$ cat src/rtl/jobring_pkg.sv
// Package: shared register addresses, field widths and status codes
// for the job ring occupancy and interrupt controller.
package jobring_pkg;

    // Register word addresses
    localparam logic [3:0] A_CFG     = 4'd0;
    localparam logic [3:0] A_STATUS  = 4'd1;
    localparam logic [3:0] A_CMD     = 4'd2;
    localparam logic [3:0] A_IN_SIZE = 4'd4;
    localparam logic [3:0] A_IN_FREE = 4'd5;
    localparam logic [3:0] A_IN_ADD  = 4'd6;
    localparam logic [3:0] A_IN_RIDX = 4'd7;
    localparam logic [3:0] A_OUT_SIZE = 4'd8;
    localparam logic [3:0] A_OUT_FULL = 4'd9;
    localparam logic [3:0] A_OUT_REM  = 4'd10;
    localparam logic [3:0] A_OUT_WIDX = 4'd11;

    // Fixed field widths of the config and status words
    localparam int unsigned CNT_THR_W = 8;
    localparam int unsigned TMR_THR_W = 16;
    localparam int unsigned ERR_IDX_W = 14;

    typedef enum logic [3:0] {
        ERR_NONE    = 4'd0,
        ERR_RESET   = 4'd7,
        ERR_REM_OVF = 4'd8,
        ERR_ADD_OVF = 4'd9
    } jr_err_e;

    typedef enum logic [1:0] {
        HALT_IDLE = 2'd0,
        HALT_BUSY = 2'd1,
        HALT_DONE = 2'd2
    } jr_halt_e;

endpackage

$ cat src/rtl/jobring_track.sv
// Module: one ring's occupancy counter and wrapping slot index.
// The level counts free slots (input ring, START_FULL=1) or full slots
// (output ring, START_FULL=0). Engine events raise the level by one while
// level < size; software lowers it by N unless N exceeds the level.
// Assumes: size write and flush never coincide with each other.
module jobring_track #(
    parameter int unsigned IDX_W      = 10,
    parameter bit          START_FULL = 1'b0
) (
    input  logic             clk,
    input  logic             rst_n,
    input  logic             size_we,
    input  logic [IDX_W-1:0] size_wd,
    input  logic             flush,
    input  logic             sw_we,
    input  logic [IDX_W-1:0] sw_n,
    input  logic             eng_evt,
    input  logic             hold,
    output logic [IDX_W-1:0] size_q,
    output logic [IDX_W-1:0] level_q,
    output logic [IDX_W-1:0] idx_q,
    output logic             room,
    output logic             eng_ok,
    output logic             sw_ovf
);
    localparam logic [IDX_W-1:0] ONE = IDX_W'(1);

    logic [IDX_W-1:0] fresh_level;
    logic [IDX_W-1:0] dec_n;
    logic [IDX_W:0]   level_sum;
    logic             idx_last;

    // Level a ring starts from after a size write or flush
    generate
        if (START_FULL) begin : g_free
            assign fresh_level = size_we ? size_wd : size_q;
        end else begin : g_full
            assign fresh_level = '0;
        end
    endgenerate

    // Event qualification and next-level arithmetic
    always_comb begin
        room      = ~hold & (level_q < size_q);
        eng_ok    = eng_evt & room;
        sw_ovf    = sw_we & (sw_n > level_q);
        dec_n     = (sw_we & ~sw_ovf) ? sw_n : '0;
        level_sum = {1'b0, level_q} + (IDX_W+1)'(eng_ok) - {1'b0, dec_n};
        idx_last  = (idx_q == size_q - ONE);
    end

    // Ring size register
    always_ff @(posedge clk) begin
        if (!rst_n)       size_q <= '0;
        else if (size_we) size_q <= size_wd;
    end

    // Occupancy level and slot index
    always_ff @(posedge clk) begin
        if (!rst_n) begin
            level_q <= '0;
            idx_q   <= '0;
        end else if (size_we || flush) begin
            level_q <= fresh_level;
            idx_q   <= '0;
        end else begin
            level_q <= level_sum[IDX_W-1:0];
            if (eng_ok) idx_q <= idx_last ? '0 : idx_q + ONE;
        end
    end

endmodule

$ cat src/rtl/jobring_coalesce.sv
// Module: completion interrupt coalescing. Emits a one-cycle fire when an
// accepted completion brings the unsignalled count to the count threshold,
// or when the tick count since the first unsignalled completion reaches the
// timer threshold. A threshold of 0 acts as 1. Disabled: fires per completion.
module jobring_coalesce
    import jobring_pkg::*;
(
    input  logic                 clk,
    input  logic                 rst_n,
    input  logic                 flush,
    input  logic                 enable,
    input  logic [CNT_THR_W-1:0] cnt_thr,
    input  logic [TMR_THR_W-1:0] tmr_thr,
    input  logic                 post,
    output logic                 fire
);
    logic [CNT_THR_W:0]   cnt_q;
    logic [CNT_THR_W:0]   cnt_n;
    logic [CNT_THR_W:0]   eff_cnt;
    logic [TMR_THR_W:0]   eff_tmr;
    logic [TMR_THR_W-1:0] tmr_q;
    logic                 hit_cnt;
    logic                 hit_tmr;

    // Threshold decode and fire condition
    always_comb begin
        eff_cnt = (cnt_thr == '0) ? (CNT_THR_W+1)'(1) : {1'b0, cnt_thr};
        eff_tmr = (tmr_thr == '0) ? (TMR_THR_W+1)'(1) : {1'b0, tmr_thr};
        cnt_n   = cnt_q + (CNT_THR_W+1)'(post);
        hit_cnt = post & (cnt_n >= eff_cnt);
        hit_tmr = (cnt_q != '0) & (({1'b0, tmr_q} + (TMR_THR_W+1)'(1)) >= eff_tmr);
        fire    = enable ? (hit_cnt | hit_tmr) : post;
    end

    // Unsignalled completion count and age timer
    always_ff @(posedge clk) begin
        if (!rst_n || flush) begin
            cnt_q <= '0;
            tmr_q <= '0;
        end else if (!enable || fire) begin
            cnt_q <= '0;
            tmr_q <= '0;
        end else if (cnt_n != '0) begin
            cnt_q <= cnt_n;
            tmr_q <= (cnt_q == '0) ? '0 : tmr_q + TMR_THR_W'(1);
        end
    end

endmodule

$ cat src/rtl/jobring_occ_irq.sv
// Module: top of the job ring occupancy and interrupt controller.
// Decodes the register port, holds config and status, and joins two ring
// trackers with the coalescing unit. Assumes IDX_W <= 14 and one register
// access per cycle; reads are combinational on reg_addr.
module jobring_occ_irq
    import jobring_pkg::*;
#(
    parameter int unsigned IDX_W = 10
) (
    input  logic             clk,
    input  logic             rst_n,
    input  logic             reg_wr,
    input  logic [3:0]       reg_addr,
    input  logic [31:0]      reg_wdata,
    output logic [31:0]      reg_rdata,
    input  logic             eng_consume,
    output logic             eng_take,
    output logic [IDX_W-1:0] take_slot,
    input  logic             eng_complete,
    output logic             cmp_ready,
    output logic [IDX_W-1:0] cmp_slot,
    output logic             irq
);
    // Write decode
    logic we_cfg, we_stat, we_cmd, we_insz, we_add, we_outsz, we_rem, flush;
    // Config fields
    logic                 cfg_mask_q, cfg_coal_q, cfg_soe_q;
    logic [CNT_THR_W-1:0] cfg_cthr_q;
    logic [TMR_THR_W-1:0] cfg_tthr_q;
    // Status fields
    logic                 int_flag_q, err_flag_q;
    jr_err_e              err_type_q;
    logic [ERR_IDX_W-1:0] err_idx_q;
    jr_halt_e             halt_q;
    // Ring tracker views
    logic [IDX_W-1:0] in_size, in_free, in_ridx;
    logic [IDX_W-1:0] out_size, out_full, out_widx;
    logic             in_room, in_ovf, out_room, out_ok, out_ovf;
    logic             hold, fire;
    logic [31:0]      status_word, cfg_word;

    // Register write strobes
    always_comb begin
        we_cfg   = reg_wr && reg_addr == A_CFG;
        we_stat  = reg_wr && reg_addr == A_STATUS;
        we_cmd   = reg_wr && reg_addr == A_CMD;
        we_insz  = reg_wr && reg_addr == A_IN_SIZE;
        we_add   = reg_wr && reg_addr == A_IN_ADD;
        we_outsz = reg_wr && reg_addr == A_OUT_SIZE;
        we_rem   = reg_wr && reg_addr == A_OUT_REM;
        flush    = we_cmd && reg_wdata[0];
        hold     = (halt_q == HALT_BUSY) || (err_flag_q && cfg_soe_q);
    end

    // Input ring: level counts free slots
    jobring_track #(.IDX_W(IDX_W), .START_FULL(1'b1)) u_in (
        .clk(clk), .rst_n(rst_n),
        .size_we(we_insz), .size_wd(reg_wdata[IDX_W-1:0]), .flush(flush),
        .sw_we(we_add), .sw_n(reg_wdata[IDX_W-1:0]),
        .eng_evt(eng_consume), .hold(hold),
        .size_q(in_size), .level_q(in_free), .idx_q(in_ridx),
        .room(in_room), .eng_ok(eng_take), .sw_ovf(in_ovf)
    );

    // Output ring: level counts full slots
    jobring_track #(.IDX_W(IDX_W), .START_FULL(1'b0)) u_out (
        .clk(clk), .rst_n(rst_n),
        .size_we(we_outsz), .size_wd(reg_wdata[IDX_W-1:0]), .flush(flush),
        .sw_we(we_rem), .sw_n(reg_wdata[IDX_W-1:0]),
        .eng_evt(eng_complete), .hold(hold),
        .size_q(out_size), .level_q(out_full), .idx_q(out_widx),
        .room(out_room), .eng_ok(out_ok), .sw_ovf(out_ovf)
    );

    // Completion interrupt coalescing
    jobring_coalesce u_coal (
        .clk(clk), .rst_n(rst_n), .flush(flush),
        .enable(cfg_coal_q), .cnt_thr(cfg_cthr_q), .tmr_thr(cfg_tthr_q),
        .post(out_ok), .fire(fire)
    );

    // Engine-side outputs
    always_comb begin
        take_slot = in_ridx;
        cmp_ready = out_room;
        cmp_slot  = out_widx;
        irq       = ~cfg_mask_q & (int_flag_q | err_flag_q);
    end

    // Config register
    always_ff @(posedge clk) begin
        if (!rst_n) begin
            cfg_mask_q <= 1'b0;
            cfg_coal_q <= 1'b0;
            cfg_soe_q  <= 1'b0;
            cfg_cthr_q <= '0;
            cfg_tthr_q <= '0;
        end else if (we_cfg) begin
            cfg_mask_q <= reg_wdata[0];
            cfg_coal_q <= reg_wdata[1];
            cfg_soe_q  <= reg_wdata[2];
            cfg_cthr_q <= reg_wdata[8 +: CNT_THR_W];
            cfg_tthr_q <= reg_wdata[16 +: TMR_THR_W];
        end
    end

    // Interrupt status, error record and halt sequence
    always_ff @(posedge clk) begin
        if (!rst_n) begin
            int_flag_q <= 1'b0;
            err_flag_q <= 1'b0;
            err_type_q <= ERR_NONE;
            err_idx_q  <= '0;
            halt_q     <= HALT_IDLE;
        end else if (flush) begin
            int_flag_q <= 1'b0;
            err_flag_q <= 1'b0;
            err_type_q <= ERR_RESET;
            err_idx_q  <= '0;
            halt_q     <= HALT_BUSY;
        end else begin
            int_flag_q <= fire | (int_flag_q & ~(we_stat & reg_wdata[0]));
            if (in_ovf) begin
                err_flag_q <= 1'b1;
                err_type_q <= ERR_ADD_OVF;
                err_idx_q  <= ERR_IDX_W'(in_ridx);
            end else if (out_ovf) begin
                err_flag_q <= 1'b1;
                err_type_q <= ERR_REM_OVF;
                err_idx_q  <= ERR_IDX_W'(out_widx);
            end else if (we_stat && reg_wdata[1]) begin
                err_flag_q <= 1'b0;
            end
            if (halt_q == HALT_BUSY)
                halt_q <= HALT_DONE;
            else if (halt_q == HALT_DONE && we_stat && reg_wdata[3])
                halt_q <= HALT_IDLE;
        end
    end

    // Read-back words and address mux
    always_comb begin
        status_word = {2'b00, err_idx_q, 4'b0000, err_type_q, 4'b0000,
                       halt_q, err_flag_q, int_flag_q};
        cfg_word    = {cfg_tthr_q, cfg_cthr_q, 5'b00000,
                       cfg_soe_q, cfg_coal_q, cfg_mask_q};
        case (reg_addr)
            A_CFG:      reg_rdata = cfg_word;
            A_STATUS:   reg_rdata = status_word;
            A_IN_SIZE:  reg_rdata = 32'(in_size);
            A_IN_FREE:  reg_rdata = 32'(in_free);
            A_IN_RIDX:  reg_rdata = 32'(in_ridx);
            A_OUT_SIZE: reg_rdata = 32'(out_size);
            A_OUT_FULL: reg_rdata = 32'(out_full);
            A_OUT_WIDX: reg_rdata = 32'(out_widx);
            default:    reg_rdata = 32'h0;
        endcase
    end

endmodule

$ cat config.mk
export PLATFORM = sky130hd
export DESIGN_NAME = jobring_occ_irq
export DESIGN_NICKNAME = d
export VERILOG_FILES = /design/src/rtl/jobring_pkg.sv /design/src/rtl/jobring_track.sv /design/src/rtl/jobring_coalesce.sv /design/src/rtl/jobring_occ_irq.sv
export SDC_FILE = /design/constraint.sdc
export NUM_CORES = 1
export LEC_CHECK = 0
export ABC_AREA = 1
export BUFFER_PORTS_ARGS = -buffer_cell sky130_fd_sc_hd__buf_2
export CAP_MARGIN = 20
export CELL_PAD_IN_SITES_DETAIL_PLACEMENT = 1
export CELL_PAD_IN_SITES_GLOBAL_PLACEMENT = 1
export CORE_MARGIN = 2
export CORE_UTILIZATION = 43
export DETAILED_ROUTE_END_ITERATION = 12
export PLACE_DENSITY_LB_ADDON = 0.1
export SYNTH_ARGS = -nofsm -noshare
export SYNTH_HDL_FRONTEND = slang
export SYNTH_SLANG_ARGS = --single-unit
$ cat constraint.sdc
create_clock -name clk -period 4.17 [get_ports clk]
set_input_delay 0.2085 -clock clk [delete_from_list [all_inputs] [get_ports clk]]
set_output_delay 0.2085 -clock clk [all_outputs]
set_load 0.01 [all_outputs]
-- Word level (Yosys, flattened, before mapping)
Cells that the tools add are included.
- input port bits: 41
- flip-flop bits (word level): 130
- word-level logic and storage cells: 129
- output and inout bits: 55
- mux-type cells: 22
- reduce and logical (&&, ||, !) cells: 34
- order comparisons: 6
- add/subtract/negate cells: 11
- bitwise operators: 22
- equality and inequality tests: 14
- operators by type and width (kind ; number):
    case mux 32 bit (8 select lines) ; 1
    two-way mux 10 bit ; 8
    two-way mux 16 bit ; 2
    adder 10 x 1 -> 10 bit ; 2
    adder 10 x 1 -> 10 bit, second input constant ; 2
    equality test 10 bit ; 2
    > comparator 10 bit ; 2
    less-than comparator 10 bit ; 2
    subtractor 10 x 1 -> 10 bit, second input constant ; 2
    subtractor 10 bit ; 2
    nonzero test 9 bit ; 2
    adder 16 x 1 -> 17 bit, second input constant ; 1
    >= comparator 17 bit ; 1
    adder 16 x 1 -> 16 bit, second input constant ; 1
    equality test 4 x 3 -> 1 bit, second input constant ; 4
    equality test 4 bit, second input constant ; 4
    logical NOT 16 bit ; 1
    bitwise AND 1 bit ; 13
    logical AND 1 bit ; 12
    adder 9 x 1 -> 9 bit ; 1
    >= comparator 9 bit ; 1
    logical NOT 9 bit ; 1
    nonzero test 3 bit ; 3
    logical NOT 8 bit ; 1
    other kinds (16) ; 38

-- Depth between registers and ports, before layout
Gate-level depths: netlist (run 1).
- depth in word-level cells: 12
- mapped depth: 30
- gate-level depth less buffers: 29

-- Cells and area by module
A second synthesis (run 1) with hierarchy kept.
- cells, all modules: 1608
- area total of the unflattened synthesis: 10266.1 um^2
- by module, submodules not included (module ; cells an instance ; area each (um^2) ; sequential area each (um^2) ; times used):
    jobring_track at u_in ; 414 ; 2778.9 ; 600.6 ; 1
    jobring_occ_irq ; 432 ; 2572.5 ; 880.8 ; 1
    jobring_track at u_out ; 388 ; 2551.2 ; 600.6 ; 1
    jobring_coalesce ; 374 ; 2363.5 ; 500.5 ; 1

-- Worst setup path before layout (run 1)
No wires, ideal clock.
- path kind: register to register
- start point: reg u_out.size_q[5]
- end point: reg u_coal.tmr_q[11]
- slack: 0.803 ns
- required time: 4.106 ns
- arrival: 3.303 ns
- path buffers: 2
- period minus slack after synthesis: 3.367 ns
- stages on the path, launching flop included: 29
- setup time: 0.064 ns
- cells stage by stage: dfxtp_1 -> inv_1 -> ha_1 -> nand2_1 -> inv_1 -> nand2_1 -> nand2_1 -> nand2_1 -> nand4_1 -> nor2_1 -> buf_4 -> ha_1 -> ha_1 -> nand3_2 -> nand2_1 -> inv_1 -> or2_2 -> inv_1 -> ha_1 -> a21oi_1 -> nand2_1 -> nand2_1 -> nand2_1 -> nand2_1 -> nand2_1 -> nand2_1 -> nand3_2 -> buf_4 -> nor2_1
- cells in the longest elaborated chain, start to end: 10
- elaborated cells on any way between the ends: 11
- those cells by class: add/sub: 1; order compare: 2; mux: 1; bitwise: 4; reduce/logical: 3
- RTL lines (element ; line ; RTL):
    start, declared ; jobring_track.sv:19 ; output logic [IDX_W-1:0] size_q,
    start signal, assigned ; jobring_track.sv:55 ; else if (size_we) size_q <= size_wd;
    less-than comparator 10 bit * ; jobring_track.sv:44 ; room = ~hold & (level_q < size_q);
    bitwise AND 1 bit * ; jobring_track.sv:44 ;
    bitwise AND 1 bit * ; jobring_track.sv:45 ; eng_ok = eng_evt & room;
    via out_ok ; jobring_occ_irq.sv:38 ; logic in_room, in_ovf, out_room, out_ok, out_ovf;
    adder 9 x 1 -> 9 bit * ; jobring_coalesce.sv:29 ; cnt_n = cnt_q + (CNT_THR_W+1)'(post);
    via u_coal.cnt_n[4] ; jobring_coalesce.sv:18 ; logic [CNT_THR_W:0] cnt_n;
    >= comparator 9 bit ; jobring_coalesce.sv:30 ; hit_cnt = post & (cnt_n >= eff_cnt);
    bitwise AND 1 bit ; jobring_coalesce.sv:30 ;
    OR 1 bit ; jobring_coalesce.sv:32 ; fire = enable ? (hit_cnt | hit_tmr) : post;
    two-way mux 1 bit ; jobring_coalesce.sv:32 ;
    logical OR 1 bit ; jobring_coalesce.sv:40 ; end else if (!enable || fire) begin
    OR reduction 2 bit (no source line) ; n/a ;
    end signal, assigned ; jobring_coalesce.sv:45 ; tmr_q <= (cnt_q == '0) ? '0 : tmr_q + TMR_THR_W'(1);
    end, declared ; jobring_coalesce.sv:21 ; logic [TMR_THR_W-1:0] tmr_q;
Mark *: on every way through the listed nets, which the timed path passes. The rest lies on a longest branch.
A chain may end at the register's enable or synchronous reset.

-- Final worst setup path (run 1)
- start point: reg u_out.size_q[5]
- end point: reg u_coal.tmr_q[0]
- cells in the longest elaborated chain, start to end: 10
- elaborated cells on any way between the ends: 11
- those cells by class: add/sub: 1; order compare: 2; mux: 1; bitwise: 4; reduce/logical: 3
- RTL lines (element ; line):
    less-than comparator 10 bit * ; jobring_track.sv:44
    bitwise AND 1 bit * ; jobring_track.sv:44
    bitwise AND 1 bit * ; jobring_track.sv:45
    adder 9 x 1 -> 9 bit * ; jobring_coalesce.sv:29
    via u_coal.cnt_n[4] ; jobring_coalesce.sv:18
    >= comparator 9 bit ; jobring_coalesce.sv:30
    bitwise AND 1 bit ; jobring_coalesce.sv:30
    OR 1 bit ; jobring_coalesce.sv:32
    two-way mux 1 bit ; jobring_coalesce.sv:32
    logical OR 1 bit ; jobring_coalesce.sv:40
    OR reduction 2 bit (no source line) ; n/a
Marks and branches as above.

==> results of run 1 <==
==> final timing paths <==
| kind | slack (ns) | startpoint | to |
|---|---|---|---|
| hold / removal | 0.06 | reg_wdata[22] | cfg_tthr_q[6] |
| setup / recovery | 0.31 | u_out.size_q[5] | u_coal.tmr_q[0] |
| hold reg to reg | 0.49 | err_type_q[0] | err_type_q[0] |
| setup reg to reg | 0.31 | u_out.size_q[5] | u_coal.tmr_q[0] |
==> synth_stat cells (all sizes together), types with 2 or more instances <==
| master | n | share of area, % |
|---|---|---|
| nand3 | 79 | 4.5 |
| ha | 105 | 14 |
| o221ai | 4 | 0.38 |
| a31oi | 3 | 0.20 |
| a21o | 4 | 0.32 |
| o21ai | 80 | 4.3 |
| nand4 | 26 | 1.7 |
| xor2 | 33 | 3.1 |
| o41ai | 2 | 0.19 |
| a211oi | 10 | 0.81 |
| a2bb2oi | 2 | 0.19 |
| a221oi | 14 | 1.3 |
| o21bai | 5 | 0.40 |
| o211ai | 3 | 0.24 |
| o22ai | 38 | 2.6 |
| xnor2 | 13 | 1.2 |
| and3 | 2 | 0.13 |
| nor4 | 2 | 0.13 |
| nor2 | 210 | 8.7 |
| clkbuf | 19 | 0.77 |
| inv | 211 | 8.5 |
| a22oi | 2 | 0.16 |
| buf | 13 | 0.90 |
| or2 | 4 | 0.27 |
| fa | 2 | 0.43 |
| and2 | 2 | 0.13 |
| dfxtp | 129 | 28 |
| nor3 | 12 | 0.82 |
| o21a | 5 | 0.40 |
| nand2 | 244 | 9.9 |
| a21oi | 89 | 4.8 |
==> logic make-up after synthesis <==
family          synth area share, %
buf+inv                        10.2
compound gates                 16.7
flops                          27.8
fa+ha+maj                      14.6
xor+xnor                       4.33
simple gates                   26.3
==> state kept, by name, indices dropped and copies added (netlist names), 9 cells and up <==
name           flops
u_coal.tmr_q      16
err_idx_q         10
u_in.level_q      10
u_out.level_q     10
u_in.size_q       10
u_coal.cnt_q       9
u_in.idx_q        10
cfg_tthr_q        16
u_out.idx_q       10
u_out.size_q      10
==> cell type report <==
type,count,area share (%)
flip-flops and latches,129,24.1
inverters,212,7.42
repair buffers,111,5.62
clock inverters,14,1.62
multi-input cells,1000,53.9
clock buffers,18,4.09
well taps,275,3.21
==> worst min-delay path, cell delays in order <==
cell     delay [ns]
buf_2          0.07
o21ai_0        0.07
a21oi_1        0.10
==> repair_timing <==
item                       CTS  global route
buffers inserted             0             1
hold buffers                 0             0
setup endpoints to repair    0            22
gates resized for setup      0            11
==> layer usage <==
metal | global-route usage (%) | part of all wire [%] | up-vias
met5 | 0 | 0 | -
met4 | 11.3 | 3.4 | 0
met3 | 4.82 | 4.9 | 62
met2 | 51.3 | 48 | 246
met1 | 37.7 | 44 | 4633
li1 | - | - | 4750
==> report_power, final <==
part	total, mW	internal, mW	switching, mW
registers	1.51	1.35	0.158
logic	2.31	0.877	1.43
clock network	1.61	0.966	0.644
total	5.43	3.20	2.23
==> stage by stage <==
stage | instances | instance area, um2
after floorplan | 1373 | 9300
after global placement | 1726 | 10100
after detailed placement | 1726 | 10100
after CTS | 1758 | 10700
after global routing | 1759 | 10700
final | 1759 | 10700
==> summary.txt, run 1 <==
Status
  • Status: completed

Setup path
  • Crit start category: register
  • CP Max Fanout: 20
  • Crit. End Element: register
  • Worst Reg-to-Reg Cells: 29
  • WP data required: approximately 4.5 ns
  • Worst path most repeated cell: nand2_1
  • Family with the most delay on the worst path: simple AND/OR/NAND/NOR gates
  • Worst setup path category: register to register
  • Arr. time, crit path: between 4 and 5 ns
  • WP depth: 29
  • Crit path largest cell delay: 0.36 ns
  • Slowest cell on the critical path: dfxtp_2
  • CP bufs+invs: 6

Global routing
  • First-pass GRT wire length: 52200 um
  • GR Overflow Total: 0
  • Vias in the first global route: approximately 10000
  • Tot GR Track Use: between 20% and 30%
  • Initial antenna violation count: 0
  • Pin count of the biggest net entering global routing: 53

Route
  • Detailed Routing Iterations Pass 1: 5
  • DRC Markers: 0
  • Post-DR wirelength/cell: 18.9 um
  • Vias per cell: about 5.5
  • Remaining antenna violation count: 0
  • Initial DRC Count: 651
  • Detailed-route via count: approximately 9700
  • Total Wirelength: approximately 33000 um

Layout
  • Nets: ~1600
  • Filler cell count in the final layout: around 2800
  • N_diodes: 0
  • Layout cells sized above 1: between 10% and 20%
  • Commonest non-fill, non-tap cell in the layout: nand2_1
  • Area of the multi-input gates: 5790 um2
  • Util after Layout: around 51%
  • Most frequent cells in the layout: 242 x nand2_1, 208 x inv_1, 199 x nor2_1
  • FF+latch area: roughly 2600 um2
  • Area Growth Syn to Fin: 15.5%

STA
  • Hold Slack: 0.0611 ns
  • Pins Over Slew Limit: 0
  • Setup tns final: 0 ns
  • Max-slew headroom: between 30% and 40%
  • Final setup fails: 0
  • Worst slew pin tran: ~0.90 ns
  • Clock Skew: about 0.013 ns
  • Final min period: 3.86 ns
  • Unrepaired setup endpoints after global routing: false
  • Setup ws final: between 0.3 and 0.4 ns
  • Final Cycle Share: between 90% and 100%
  • Final Hold Vio Count: 0
  • Fmax: ~0.26 GHz

Place
  • PortBufs: 95
  • Hpwl dp: between 20000 and 30000 um
  • RePlAce Congestion: between 0.9 and 1
  • Setup Slack @ Placement: about 0.16 ns

CTS
  • CTS Sinks: about 130
  • Root Buffer: clkbuf_16
  • Clock latency on the worst-skew pair: between 0.4 and 0.5 ns
  • Clock-pin slew on the worst setup and hold paths: approximately 0.060 ns
  • CTS Buffer Depth: 2
  • CTS buffer count: 17
  • H-tree depth: 4
  • TritonCTS clock tree: done

Yosys
  • #FFs+latches synth: between 100 and 150
  • Cell Area, Synth: ~9300 um2
  • Top FF cell, synth: dfxtp_1
  • Number of flops mapped to enable cells by yosys: 0
  • YS warnings: 0
  • Synth Instances: 1373
  • Avg Inst Size Synth: between 6 and 7 um2
  • Synth cell types: 47
  • Sequential fraction of the synthesis area: 27.8%
  • Synth async-reset ratio: 0%
  • Post-synthesis net count: 1521

Floorplanning
  • Initial Utilization: roughly 44%
  • Die W: around 150 um
  • Die area: between 20000 and 25000 um2
  • Die Y: between 150 and 200 um
  • # rows: 53
  • Total core area: around 21000 um2
  • Ports: 96

Min path
  • Hold depth: 3
  • Hold crit path type: input port to register

Power and ir drop
  • Power Density: 506 nW/um2
  • Tot Pwr: around 5.4 mW
  • Max IR drop VDD: approximately 0.34 mV
  • P_leak: 5.01 nW

Job
  • Max Cap Viol: 0
Note: power is estimated with default switching activity, not from simulation.
==> inputs of run 2 (changes only) <==
--- a/config.mk
+++ b/config.mk
@@ -10,6 +10,7 @@
 export CAP_MARGIN = 20
 export CELL_PAD_IN_SITES_DETAIL_PLACEMENT = 1
 export CELL_PAD_IN_SITES_GLOBAL_PLACEMENT = 1
+export CORE_ASPECT_RATIO = 0.9
 export CORE_MARGIN = 2
 export CORE_UTILIZATION = 43
 export DETAILED_ROUTE_END_ITERATION = 12
==> run 2 against run 1 <==
Effect of this change: cell count is 0.85% higher; register-to-register slack about the same; hold slack got worse by 0.0022 ns; first-iteration DRC count down 11%; sequential cell count is the same; combinational power is essentially flat; utilization is 1.0 points lower; sequential power is essentially flat; via count decreased by 0.26%.
==> summary.txt, run 2 (synthesized netlist as in run 1, its figures left out) <==
STA
  • Final min period: 3.85 ns (-0.0103 ns)
  • Final Cycle Share: 92.2% (-0.25 points)
  • Max-slew headroom: 41.3% (+1.4 points)
  • Setup tns final: 0 ns (unchanged)
  • Worst slew pin tran: 0.877 ns (-0.0216 ns)
  • Unrepaired setup endpoints after global routing: false
  • Pins Over Slew Limit: 0 (unchanged)
  • Clock Skew: 0.00796 ns (-0.00458 ns)
  • Final Hold Vio Count: 0 (unchanged)
  • Final setup fails: 0 (unchanged)
  • Fmax: 0.260 GHz (+0.27%)

CTS
  • CTS Sinks: 129 (unchanged)
  • Clock latency on the worst-skew pair: 0.43 ns (about the same)
  • Clock-pin slew on the worst setup and hold paths: 0.06 ns (about the same)
  • H-tree depth: 4 (unchanged)
  • CTS buffer count: 17 (unchanged)
  • TritonCTS clock tree: done
  • CTS Buffer Depth: 2 (unchanged)
  • Setup Fix Bufs, Post-CTS: 0 (unchanged)
  • Root Buffer: clkbuf_16

Route
  • Remaining antenna violation count: 0 (unchanged)
  • DRC Markers: 0 (unchanged)
  • Vias per cell: 5.45 (-1.1%)
  • Total Wirelength: 33200 um (about the same)
  • Detailed-route via count: 9666 (-0.26%)
  • Post-DR wirelength/cell: 18.7 um (-0.94%)
  • Initial DRC Count: 577 (-11%)
  • Detailed Routing Iterations Pass 1: 5 (unchanged)

Layout
  • FF+latch area: 2580 um2 (-0.14%)
  • Nets: 1618 (-0.062%)
  • Area of the multi-input gates: 5770 um2 (-0.30%)
  • Area Growth Syn to Fin: 15.0%
  • Filler cell count in the final layout: 2899 (+1.9%)
  • Largest regs: cfg_tthr_q (16), u_coal.tmr_q (16)
  • Commonest non-fill, non-tap cell in the layout: nand2_1
  • Layout cells sized above 1: 11.3% (-0.46 points)
  • N_diodes: 0 (unchanged)
  • Most frequent cells in the layout: 243 x nand2_1, 208 x inv_1, 199 x nor2_1

Global routing
  • Vias in the first global route: 9759 (+0.14%)
  • Initial antenna violation count: 0 (unchanged)
  • First-pass GRT wire length: 52500 um (+0.46%)
  • Tot GR Track Use: 29.5% (-0.40 points)
  • GR Overflow Total: 0 (unchanged)
  • Pin count of the biggest net entering global routing: 52 (-1.9%)

Setup path
  • WP data required: 4.53 ns (about the same)
  • Slowest cell on the critical path: dfxtp_1
  • Arr. time, crit path: 4.21 ns (about the same)
  • Worst path most repeated cell: nand2_1
  • CP Max Fanout: 10 (-50%)
  • R2R setup slack: 0.32 ns (about the same)
  • Crit path largest cell delay: 0.41 ns (+0.05 ns)
  • Worst setup path category: register to register
  • Crit start category: register
  • Crit. End Element: register
  • Worst-path cell chain: inv_1, ha_1, nand2_1, inv_1, nand2_1, nand2_1, nand2_1, nand4_1, nor2_2, buf_4, inv_1, ha_1, inv_1, ha_1, inv_1, fa_1, nor2_1, o21ai_0, nand2_1, nand2_1, o311ai_0, o21ai_0, a21oi_1

Status
  • Status: completed

Floorplanning
  • Die W: 159 um (+5.3%)
  • Ports: 96 (unchanged)
  • Die area: 22800 um2 (about the same)
  • # rows: 51 (-3.8%)
  • Initial Utilization: 43.4% (-0.73 points)
  • Total core area: 21400 um2 (+1.7%)
  • Die Y: 143 um (-5.0%)

Power and ir drop
  • Max IR drop VDD: 0.409 mV (+19%)
  • Tot Pwr: 5.34 mW (-1.6%)
  • Sw Share: 41.6% (+0.52 points)
  • Seq pwr share: 28.2% (+0.4 points)
  • Power Density: 499 nW/um2 (-1.2%)
  • Combinational power share: 43.2% (+0.7 points)
  • Total net switching power: 2.22 mW (-0.38%)
  • P_int: 3.12 mW (-2.5%)
  • P_leak: 4.97 nW (-0.70%)
  • Clock network power share: 28.6% (-1.1 points)

Place
  • RePlAce Congestion: 0.907 (about the same)
  • PortBufs: 95 (unchanged)
  • Hpwl dp: 25700 um (-0.27%)

Min path
  • Hold crit path type: input port to register

Job
  • Max Cap Viol: 0 (unchanged)
[run 2: cell count changes in the layout (fill, tap and decap cells not counted), moves of 2 or more]
cell	previous run	this run
clkinvlp_4	1	4
dfxtp_1	126	129
dfxtp_2	3	0
inv_6	6	4
[run 2: area by class of cell]
type                    instances  area share [%]
flip-flops and latches        129            24.2
clock inverters                14            1.45
multi-input cells            1000            54.0
repair buffers                110            5.54
clock buffers                  18            4.01
inverters                     212            7.44
well taps                     291            3.41
[run 2: routing by layer]
layer,routed length (um),GRT usage [%],up-vias
met1,14700,36.9,4638
met3,1500,4.94,74
li1,-,-,4732
met5,0,0,-
met4,1240,12.8,0
met2,15700,50.6,222
[run 2: power groups by stage]
stage	combinational [mW]	clock, mW	sequential [mW]
after CTS	2.31	1.54	1.50
after global placement	2.20	0	1.52
final	2.31	1.53	1.50
after detailed placement	2.28	0	1.53
after floorplan	1.69	0	1.47
after global routing	2.65	1.60	1.52
[run 2: metrics by stage]
stage	setup slack (ns)	cells	hold slack (ns)	util, %	cell area [um2]
final	0.325	1774	0.0589	49.9	10700
after global routing	0.0399	1774	0.0679	49.9	10700
after CTS	0.292	1774	0.0512	49.8	10700
after detailed placement	0.366	1742	0.478	47.1	10100
after global placement	0.448	1742	0.459	47.1	10100
after floorplan	0.803	1373	0.375	-	9300
[run 2: worst paths after layout]
check / depth (start not counted) / startpoint / end
max: 23 / u_out.size_q[5] / u_out.level_q[8]
min: 3 / reg_wdata[23] / cfg_tthr_q[7]
max reg2reg: 23 / u_out.size_q[5] / u_out.level_q[8]
min reg2reg: 2 / err_type_q[3] / err_type_q[3]
[run 2: worst max-delay path, delay by kind of cell (launching register included)]
family / cells / cell delay, ns
adders and majority gates: 4 / 1.23
and+or+nand+nor: 9 / 1.01
buffers and inverters: 6 / 0.67
AOI/OAI and AO/OA: 4 / 0.45
DFF: 1 / 0.41
[run 2: what timing repair did]
| action | 4_1_cts | 5_1_grt |
|---|---|---|
| gates resized for setup | 0 | 3 |
| setup endpoints to repair | 0 | 26 |
| endpoints found under the hold margin | 0 | 0 |
| hold buffers | 0 | 0 |
